===== src/rtl/sbf_pkg.sv =====
package sbf_pkg;

    // Control states of the operand buffer
    typedef enum logic {
        ST_FILL   = 1'b0,
        ST_STREAM = 1'b1
    } sbf_state_e;

    // Number of operands in one butterfly group
    localparam int unsigned GROUP_N = 4;
    localparam int unsigned CNT_W   = $clog2(GROUP_N);

endpackage


===== src/rtl/sbf_hadd.sv =====
// Halving adder: one bit of growth, then arithmetic shift right by one.
module sbf_hadd #(
    parameter int unsigned W = 16
) (
    input  logic signed [W-1:0] a,
    input  logic signed [W-1:0] b,
    input  logic                sub,
    output logic signed [W-1:0] y
);
    logic signed [W:0] wide_a;
    logic signed [W:0] wide_b;
    logic signed [W:0] sum;

    always_comb begin
        wide_a = {a[W-1], a};
        wide_b = {b[W-1], b};
        sum    = sub ? (wide_a - wide_b) : (wide_a + wide_b);
        y      = sum[W:1];
    end
endmodule


===== src/rtl/sbf_opbuf.sv =====
// Serial operand collector, group freeze and state machine.
module sbf_opbuf
    import sbf_pkg::*;
#(
    parameter int unsigned WW = 32
) (
    input  logic                      clk,
    input  logic                      rst_n,
    input  logic                      clr,
    input  logic                      ld,
    input  logic [WW-1:0]             din,
    input  logic                      rx2_in,
    output logic [CNT_W-1:0]          cnt,
    output sbf_state_e                state,
    output logic [GROUP_N-1:0][WW-1:0] held,
    output logic                      held_rx2,
    output logic                      take
);
    localparam int unsigned STAGE_N = GROUP_N - 1;
    localparam logic [CNT_W-1:0] LAST = CNT_W'(GROUP_N - 1);

    sbf_state_e nxt_state;
    logic       completes;
    logic [STAGE_N-1:0][WW-1:0] stage_q;

    assign take      = ld && !clr;
    assign completes = take && (cnt == LAST);

    // State register
    always_ff @(posedge clk or negedge rst_n) begin
        if (!rst_n) begin
            state <= ST_FILL;
        end else begin
            state <= nxt_state;
        end
    end

    // Next-state decode
    always_comb begin
        nxt_state = state;
        unique case (state)
            ST_FILL: begin
                if (clr) begin
                    nxt_state = ST_FILL;
                end else if (completes) begin
                    nxt_state = ST_STREAM;
                end
            end
            ST_STREAM: begin
                if (clr) begin
                    nxt_state = ST_FILL;
                end
            end
            default: nxt_state = ST_FILL;
        endcase
    end

    // Load counter
    always_ff @(posedge clk or negedge rst_n) begin
        if (!rst_n) begin
            cnt <= '0;
        end else if (clr) begin
            cnt <= '0;
        end else if (ld) begin
            cnt <= cnt + 1'b1;
        end
    end

    // Staging slots for the first three operands of a group
    for (genvar s = 0; s < STAGE_N; s++) begin : g_stage
        always_ff @(posedge clk or negedge rst_n) begin
            if (!rst_n) begin
                stage_q[s] <= '0;
            end else if (take && (cnt == CNT_W'(s))) begin
                stage_q[s] <= din;
            end
        end
    end

    // Frozen group, replaced on each completing load
    for (genvar h = 0; h < GROUP_N; h++) begin : g_held
        always_ff @(posedge clk or negedge rst_n) begin
            if (!rst_n) begin
                held[h] <= '0;
            end else if (completes) begin
                if (h == GROUP_N - 1) begin
                    held[h] <= din;
                end else begin
                    held[h] <= stage_q[h];
                end
            end
        end
    end

    always_ff @(posedge clk or negedge rst_n) begin
        if (!rst_n) begin
            held_rx2 <= 1'b0;
        end else if (completes) begin
            held_rx2 <= rx2_in;
        end
    end
endmodule


===== src/rtl/sbf_core.sv =====
// Two-stage halving butterfly; only the term picked by sel is formed.
module sbf_core
    import sbf_pkg::*;
#(
    parameter int unsigned PW = 16
) (
    input  logic [GROUP_N-1:0][2*PW-1:0] op,
    input  logic                         rx2,
    input  logic [CNT_W-1:0]             sel,
    output logic [2*PW-1:0]              y
);
    localparam int unsigned LANES = 2;

    logic signed [PW-1:0] s1_x   [LANES][2];  // [lane][re/im]
    logic signed [PW-1:0] s1_z   [LANES][2];
    logic signed [PW-1:0] s1_sum [LANES][2];
    logic signed [PW-1:0] s1_dif [LANES][2];

    // First stage: radix-2 pairs (a,b),(c,d); radix-4 pairs (a,c),(b,d)
    for (genvar l = 0; l < LANES; l++) begin : g_lane
        for (genvar p = 0; p < 2; p++) begin : g_part
            always_comb begin
                if (rx2) begin
                    s1_x[l][p] = op[2*l][p*PW +: PW];
                    s1_z[l][p] = op[2*l+1][p*PW +: PW];
                end else begin
                    s1_x[l][p] = op[l][p*PW +: PW];
                    s1_z[l][p] = op[l+2][p*PW +: PW];
                end
            end
            sbf_hadd #(.W(PW)) u_sum (
                .a(s1_x[l][p]), .b(s1_z[l][p]), .sub(1'b0), .y(s1_sum[l][p])
            );
            sbf_hadd #(.W(PW)) u_dif (
                .a(s1_x[l][p]), .b(s1_z[l][p]), .sub(1'b1), .y(s1_dif[l][p])
            );
        end
    end

    // Second stage operand steering for the radix-4 term
    logic signed [PW-1:0] s2_x [2];
    logic signed [PW-1:0] s2_z [2];
    logic                 s2_sub [2];
    logic signed [PW-1:0] s2_y [2];

    always_comb begin
        unique case (sel)
            2'd0: begin
                s2_x[0] = s1_sum[0][0]; s2_z[0] = s1_sum[1][0]; s2_sub[0] = 1'b0;
                s2_x[1] = s1_sum[0][1]; s2_z[1] = s1_sum[1][1]; s2_sub[1] = 1'b0;
            end
            2'd1: begin
                // (a-c) - j(b-d): re + t.im, im - t.re
                s2_x[0] = s1_dif[0][0]; s2_z[0] = s1_dif[1][1]; s2_sub[0] = 1'b0;
                s2_x[1] = s1_dif[0][1]; s2_z[1] = s1_dif[1][0]; s2_sub[1] = 1'b1;
            end
            2'd2: begin
                s2_x[0] = s1_sum[0][0]; s2_z[0] = s1_sum[1][0]; s2_sub[0] = 1'b1;
                s2_x[1] = s1_sum[0][1]; s2_z[1] = s1_sum[1][1]; s2_sub[1] = 1'b1;
            end
            default: begin
                // (a-c) + j(b-d): re - t.im, im + t.re
                s2_x[0] = s1_dif[0][0]; s2_z[0] = s1_dif[1][1]; s2_sub[0] = 1'b1;
                s2_x[1] = s1_dif[0][1]; s2_z[1] = s1_dif[1][0]; s2_sub[1] = 1'b0;
            end
        endcase
    end

    for (genvar p = 0; p < 2; p++) begin : g_s2
        sbf_hadd #(.W(PW)) u_s2 (
            .a(s2_x[p]), .b(s2_z[p]), .sub(s2_sub[p]), .y(s2_y[p])
        );
    end

    // Term selection
    always_comb begin
        if (rx2) begin
            unique case (sel)
                2'd0:    y = {s1_sum[0][1], s1_sum[0][0]};
                2'd1:    y = {s1_dif[0][1], s1_dif[0][0]};
                2'd2:    y = {s1_sum[1][1], s1_sum[1][0]};
                default: y = {s1_dif[1][1], s1_dif[1][0]};
            endcase
        end else begin
            y = {s2_y[1], s2_y[0]};
        end
    end
endmodule


===== src/rtl/serial_bfly.sv =====
module serial_bfly
    import sbf_pkg::*;
#(
    parameter int unsigned PART_W = 16
) (
    input  logic                  clk,
    input  logic                  rst_n,
    input  logic                  clr,
    input  logic                  ld,
    input  logic [2*PART_W-1:0]   din,
    input  logic                  rx2,
    output logic [2*PART_W-1:0]   out_data,
    output logic                  out_valid
);
    localparam int unsigned WW = 2 * PART_W;

    logic [CNT_W-1:0]           cnt;
    sbf_state_e                 state;
    logic [GROUP_N-1:0][WW-1:0] held;
    logic                       held_rx2;
    logic                       take;
    logic [WW-1:0]              term;

    sbf_opbuf #(.WW(WW)) u_opbuf (
        .clk(clk), .rst_n(rst_n), .clr(clr), .ld(ld), .din(din),
        .rx2_in(rx2), .cnt(cnt), .state(state), .held(held),
        .held_rx2(held_rx2), .take(take)
    );

    sbf_core #(.PW(PART_W)) u_core (
        .op(held), .rx2(held_rx2), .sel(cnt), .y(term)
    );

    // Output register
    always_ff @(posedge clk or negedge rst_n) begin
        if (!rst_n) begin
            out_valid <= 1'b0;
            out_data  <= '0;
        end else begin
            out_valid <= take && (state == ST_STREAM);
            if (take && (state == ST_STREAM)) begin
                out_data <= term;
            end
        end
    end
endmodule


===== config.mk =====
export PLATFORM = sky130hd
export DESIGN_NAME = serial_bfly
export DESIGN_NICKNAME = d
export VERILOG_FILES = /design/src/rtl/sbf_pkg.sv /design/src/rtl/sbf_hadd.sv /design/src/rtl/sbf_opbuf.sv /design/src/rtl/sbf_core.sv /design/src/rtl/serial_bfly.sv
export SDC_FILE = /design/constraint.sdc
export NUM_CORES = 1
export LEC_CHECK = 0
export BUFFER_PORTS_ARGS = -buffer_cell sky130_fd_sc_hd__buf_2
export CAP_MARGIN = 40
export CELL_PAD_IN_SITES_DETAIL_PLACEMENT = 1
export CELL_PAD_IN_SITES_GLOBAL_PLACEMENT = 1
export CORE_ASPECT_RATIO = 1.4
export CORE_MARGIN = 8
export CORE_UTILIZATION = 52
export CTS_CLUSTER_SIZE = 16
export DETAILED_ROUTE_END_ITERATION = 16
export HOLD_SLACK_MARGIN = 0.06
export MAX_ROUTING_LAYER = met4
export PLACE_DENSITY = 0.92
export RECOVER_POWER = 100
export SLEW_MARGIN = 10
export SYNTH_ARGS = -nofsm -noshare
export SYNTH_HDL_FRONTEND = slang
export SYNTH_SLANG_ARGS = --single-unit

===== constraint.sdc =====
create_clock -name clk -period 16.9 [get_ports clk]
set_clock_uncertainty 0.05 [all_clocks]
set_input_delay 3.38 -clock clk [delete_from_list [all_inputs] [get_ports clk]]
set_output_delay 3.38 -clock clk [all_outputs]
set_load 0.1 [all_outputs]

==> metrics.yaml, run 1 <==
run_status:
  failed_checks: "max-capacitance violations, max-slew violations"
  outcome: "finished, violations left"
setup_path:
  crit_fanout: 39
  rr_worst_depth: 23
  critPathRequiredTime_ns: 17.31
  critical_path_class: "register to register"
  cp-endpoint: "out_data[15]"
  end_kind: "register"
  r2r_end: "out_data[15]"
  start_kind: "register"
  r2r-start: "u_opbuf.held_rx2"
  rrSetupSlack_ns: 7.44
  cp.arrival_ns: 9.87
  startpoint: "u_opbuf.held_rx2"
floorplan:
  start_util_pct: 52.2
  coreArea_um2: 39900
  dieArea_um2: 46800
  rows: 87
  die_w_um: 185
  io_pins: 70
  die_y_um: 253
sta:
  finalMaxSlewViolations: 373
  rsz0062_at_grt: "false"
  hold_viol: 0
  fin_crit_sh_pct: 56.0
  worst_pin_slew_ns: 6.64
  period_needed_ns: 9.46
  final.setup.tns_ns: 0
  setup_viol: 0
  relSlewSlack_pct: -342
  timing.fmax_mhz: 106
cts:
  ctsHoldBuffers: 0
  cts_tree: "done"
  post_cts_buffers: 0
  insertion_delay_ns: 0.58
  numCtsBuffers: 26
  cts_sinks: 261
  clk_pin_slew_worst_paths_ns: 0.07
  clk_path_buf_depth: 3
  cts-htree-levels: 1
  cts_root_buf: "clkbuf_16"
  cts_repair_resize_count: 0
synth:
  synth_edf_count: 0
  synth_seq_cells: 261
  mappedNetlistArea_um2: 20800
  avgSynthCellArea_um2: 9.35
  ys_async_sr_fraction_pct: 100
  synth_cells: 2228
  yosysSeqAreaShare_pct: 31.3
  syn_nets: 2438
  synthTopCellsByArea: "dfrtp_1 31%, mux2_2 14%, ha_1 9.8%, xnor2_1 4.7%, a21oi_1 3.9%"
  yosys.area.top_type: "dfrtp_1"
  yosysWarnings: 0
  synth_top_area_share_pct: 31.3
  synthFlopType: "dfrtp_1"
  synth.distinct_cells: 92
detailed_routing:
  wl_um: 80500
  drt-wirelength-per-cell_um: 28.9
  ant_nets: 0
  drtIter0Drc: 1399
  drcViolationCount: 0
  vias_per_cell: 6.60
  drt_first_pass_iters: 5
  vias: 18400
cells_and_area:
  syn2layout_area_growth_pct: 7.70
  final_layout_size_suffix_gt1_share_pct: 16.1
  fill_cells: 4557
  nets: 2446
  diodes: 0
  design_area_um2: 22400
placed_design:
  port_buffers: 69
  placed_area_um2: 21700
  place_congestion: 1.01
  place_hpwl_um: 60200
global_routing:
  met3_usage_pct: 4.06
  grtUsageMet2_pct: 57.8
  grt_antenna_before_repair: 2
  grt_max_degree: 128
  grt_pass1_wl_um: 122000
  grt_busiest_layer: "met2"
  grtUsageTotal_pct: 35.0
  grt_pass1_vias: 19600
  grt_overflow: 0
  met1_usage_pct: 41.8
pwr:
  max-vdd-ir-drop_uv: 129
  power_density_nw_per_um2: 219
  p_leak_nw: 10.6
job:
  drv_cap: 7
worst_hold_path:
  hp-class: "register to register"
## routing by layer
layer	part of all wire, %	vias to the layer above
met5	0	-
met4	5.8	0
met3	6.3	266
met2	48	809
met1	40	9355
li1	-	7985
## power breakdown
part	leakage (nW)	internal [W]	switching, W
Combinational	6.74	0.00118	0.00215
Clock	0.452	0.000363	0.000270
Sequential	3.39	0.000787	0.000160
Total	10.6	0.00233	0.00258
## flip-flops by register name (all words and copies together) (netlist names)
| name | count |
|---|---|
| out_valid | 1 |
| u_opbuf.stage_q | 96 |
| u_opbuf.held | 128 |
| out_data | 32 |
| u_opbuf.state | 1 |
| u_opbuf.held_rx2 | 1 |
| u_opbuf.cnt | 2 |
## critical path, stage by stage (launching register included)
cell and delay (ns):
dfrtp_1 1.38, clkbuf_1 2.09, mux2i_1 0.63, inv_1 0.29
ha_1 0.29, o21ai_0 0.20, a22oi_1 0.19, a211oi_1 0.59
mux2i_1 0.39, a31oi_1 0.11, and4bb_1 0.40, and2_0 0.19
nand2_1 0.06, o21ai_0 0.24, xnor2_1 0.15, ha_1 0.31
and3_1 0.18, a211oi_1 0.40, a21oi_1 0.17, a31o_2 0.30
a31oi_1 0.21, xor2_1 0.11, nor4b_1 0.23, and3b_1 0.20
## layout make-up
| cell class | instances | area [um^2] | share of cell area, % |
|---|---|---|---|
| inverters | 144 | 541 | 2.41 |
| well taps | 534 | 668 | 2.98 |
| flip-flops and latches | 261 | 6530 | 29.1 |
| clock inverters | 12 | 145 | 0.647 |
| clock buffers | 35 | 766 | 3.41 |
| multi-input cells | 1709 | 13300 | 59.4 |
| repair buffers | 94 | 464 | 2.07 |
## per-stage QoR
stage / instances / util (%) / total power [W] / setup slack [ns] / hold slack, ns
6_report: 2789 / 56.2 / 0.00491 / 7.44 / 0.433
3_3_place_gp: 2736 / 54.0 / 0.00402 / 10.28 / 0.407
5_1_grt: 2789 / 56.2 / 0.00516 / 6.51 / 0.465
2_1_floorplan: 2228 / - / 0.00321 / 10.94 / 0.425
4_1_cts: 2789 / 56.7 / 0.00486 / 9.84 / 0.436
3_5_place_dp: 2742 / 54.4 / 0.00418 / 9.93 / 0.420
## synth_stat cells, drive strengths merged (40+ instances only)
cell and number:
a21oi 162, nand2 120, nor3 40, clkbuf 81, mux2i 60, mux2 264, xor2 44, inv 142
o21ai 104, nor2 150, ha 163, dfrtp 261, xnor2 112
## worst min-delay path by stage
| stage | from | end | slack [ns] | cells past startpoint |
|---|---|---|---|---|
| after CTS | out_data[0] | out_data[0] | 0.44 | 2 |
| after global routing | out_data[7] | out_data[7] | 0.47 | 2 |
| after floorplan | u_opbuf.stage_q[0] | u_opbuf.held[0] | 0.42 | 1 |
| after global placement | out_data[19] | out_data[19] | 0.41 | 1 |
| after detailed placement | out_data[0] | out_data[0] | 0.42 | 2 |
| final | out_data[0] | out_data[0] | 0.43 | 2 |
## logic make-up (layout without fill, tap and decap cells)
kind of cell | after synthesis | after routing | share of synthesized area (%)
XOR/XNOR | 156 | 156 | 6.56
flip-flops | 261 | 261 | 31.3
adder cells (fa/ha/maj) | 173 | 173 | 10.7
AO/OA/AOI/OAI | 559 | 559 | 17.8
AND/OR/NAND/NOR | 497 | 497 | 11.7
multiplexers | 324 | 324 | 17.2
buffers and inverters | 258 | 285 | 4.71
## cell usage in the layout, fill, tap and decap left out, types with 34 or more instances in the layout
cell and count:
dfrtp_1 261, mux2_2 224, a21oi_1 162, ha_1 162, nor2_1 149, inv_1 142
nand2_1 120, xnor2_1 112, o21ai_0 99, mux2i_1 59, clkbuf_1 48, xor2_1 44
nor3_1 40, mux2_1 38, nand2b_1 35, a31oi_1 34, buf_2 34
No activity file was read; power rests on OpenSTA's default activity.
==> inputs of run 2 (changes only) <==
CORE_UTILIZATION = 45   (was 52)
PLACE_DENSITY = 0.86   (was 0.92)
clock period = 8.23 ns   (was 16.9 ns; I/O delays follow)
==> metrics.yaml, run 2 (synthesis gave the netlist of run 1 again) <==
setup_path:
  end_kind: "register"
  critical_path_class: "primary input to register"
  critPathRequiredTime_ns: 8.61  # -8.70 ns
  start_kind: "primary input"
  crit_fanout: 67  # +72%
  cp.arrival_ns: 7.53  # -2.34 ns
global_routing:
  grt_max_degree: 162  # +27%
  grt_pass1_vias: 18700  # -4.4%
  grt_overflow: 0  # unchanged
  grt_antenna_before_repair: 4  # +2
  grt_pass1_wl_um: 114000  # -6.1%
  grtUsageTotal_pct: 28.1  # -6.9 points
floorplan:
  coreArea_um2: 45800  # +15%
  die_w_um: 198  # +6.8%
  io_pins: 70  # unchanged
  die_y_um: 271  # +7.0%
  rows: 93  # +6.9%
  start_util_pct: 45.5  # -6.7 points
  dieArea_um2: 53600  # +14%
cells_and_area:
  final_core_util_pct: 49.3  # -6.9 points
  layout_commonest_cell: "dfrtp_1"
  reg_top3: "u_opbuf.held x128, u_opbuf.stage_q x96, out_data x32"
  fill_cells: 5292  # +16%
  nets: 2450  # +0.16%
  syn2layout_area_growth_pct: 8.34
  largest_register: "u_opbuf.held"
  final_layout_size_suffix_gt1_share_pct: 17.5  # +1.4 points
  largest_register_ffs: 128  # unchanged
  mostFrequentLayoutCells: "260 x dfrtp_1, 249 x mux2_2, 162 x a21oi_1, 162 x ha_1, 149 x nor2_1"
detailed_routing:
  vias_per_cell: 6.17  # -6.5%
  drt-wirelength-per-cell_um: 25.9  # -10%
  ant_nets: 0  # unchanged
  wl_um: 74400  # -7.6%
  drt_first_pass_iters: 5  # unchanged
  drcViolationCount: 0  # unchanged
  drtIter0Drc: 1294  # -7.5%
  vias: 17800  # -3.6%
cts:
  numCtsBuffers: 27  # +3.8%
  cts-htree-levels: 1  # unchanged
  insertion_delay_ns: 0.59  # about the same
  clk_pin_slew_worst_paths_ns: 0.06  # about the same
  cts_root_buf: "clkbuf_16"
  post_cts_buffers: 0  # unchanged
  cts_repair_resize_count: 0  # unchanged
  cts_sinks: 261  # unchanged
  clk_path_buf_depth: 3  # unchanged
  ctsHoldBuffers: 0  # unchanged
  cts_tree: "done"
pwr:
  max-vdd-ir-drop_uv: 194  # +50%
  power_density_nw_per_um2: 437  # +100%
  p_leak_nw: 10.6  # about the same
  finalPower_w: 0.00987  # +100%
sta:
  period_needed_ns: 7.16
  setup_viol: 0  # unchanged
  hold_viol: 0  # unchanged
  finalMaxSlewViolations: 360  # -3.5%
  setup_slack_ns: 1.07  # -6.36 ns
  fin_crit_sh_pct: 86.9
  worst_pin_slew_ns: 5.52  # -1.12 ns
  final.setup.tns_ns: 0  # unchanged
  relSlewSlack_pct: -268  # +75 points
  timing.fmax_mhz: 140
  rsz0062_at_grt: "false"
placed_design:
  dp_slack_ns: 1.45  # -8.48 ns
  port_buffers: 69  # unchanged
  place_hpwl_um: 57200  # -5.0%
  place_congestion: 0.969  # -3.8%
worst_hold_path:
  hp-class: "register to register"
run_status:
  failed_checks: "max-capacitance violations, max-slew violations"
  outcome: "finished, violations left"
job:
  drv_cap: 7  # unchanged
[run 2: through the flow]
stage | hold WS [ns] | instances | instance area (um^2)
final | 0.424 | 2877 | 22600
after global routing | 0.442 | 2877 | 22600
after CTS | 0.427 | 2874 | 22700
after detailed placement | 0.411 | 2827 | 21800
after global placement | 0.406 | 2823 | 21700
after floorplan | 0.425 | 2228 | 20800
[run 2: path summary, 6_finish.rpt]
path | from | end | slack (ns) | cells past startpoint
setup / recovery | ld | u_opbuf.held[126] | 1.07 | 6
hold / removal | out_data[19] | out_data[19] | 0.42 | 1
hold reg to reg | out_data[19] | out_data[19] | 0.42 | 1
setup reg to reg | u_opbuf.held_rx2 | out_data[15] | 1.26 | 20
max in group asynchronous | rst_n | out_data[28] | 2.00 | 1
min in group asynchronous | rst_n | u_opbuf.stage_q[6] | 3.05 | 1
[run 2: layout make-up]
cell class / instances / area, um^2 / area share [%]
inverter: 144 / 541 / 2.39
clock buffer: 39 / 791 / 3.50
antenna: 2 / 5.00 / 0.0222
multi-input combinational: 1709 / 13300 / 59.1
timing repair buffer: 97 / 498 / 2.21
sequential: 261 / 6540 / 28.9
tap: 617 / 772 / 3.42
clock inverter: 8 / 104 / 0.460
[run 2: power breakdown]
part / switching, W / internal (W) / total [W]
Combinational: 0.00427 / 0.00242 / 0.00669
Sequential: 0.000308 / 0.00162 / 0.00193
Clock: 0.000533 / 0.000728 / 0.00126
Total: 0.00511 / 0.00476 / 0.00987
[run 2: per-layer routing]
metal / wire, um / vias to the layer above / track usage (%)
met2: 35600 / 499 / 45.8
met5: 0 / - / -
met3: 3330 / 148 / 2.98
met1: 32700 / 9093 / 35.6
li1: - / 8018 / -
met4: 2730 / 0 / 9.98
[run 2: critical path, cell delays in order]
cell      delay [ns]
clkbuf_1        0.20
nor2b_1         0.26
nand2_1         1.89
clkbuf_1        0.26
clkbuf_1        2.64
mux2_2          0.51
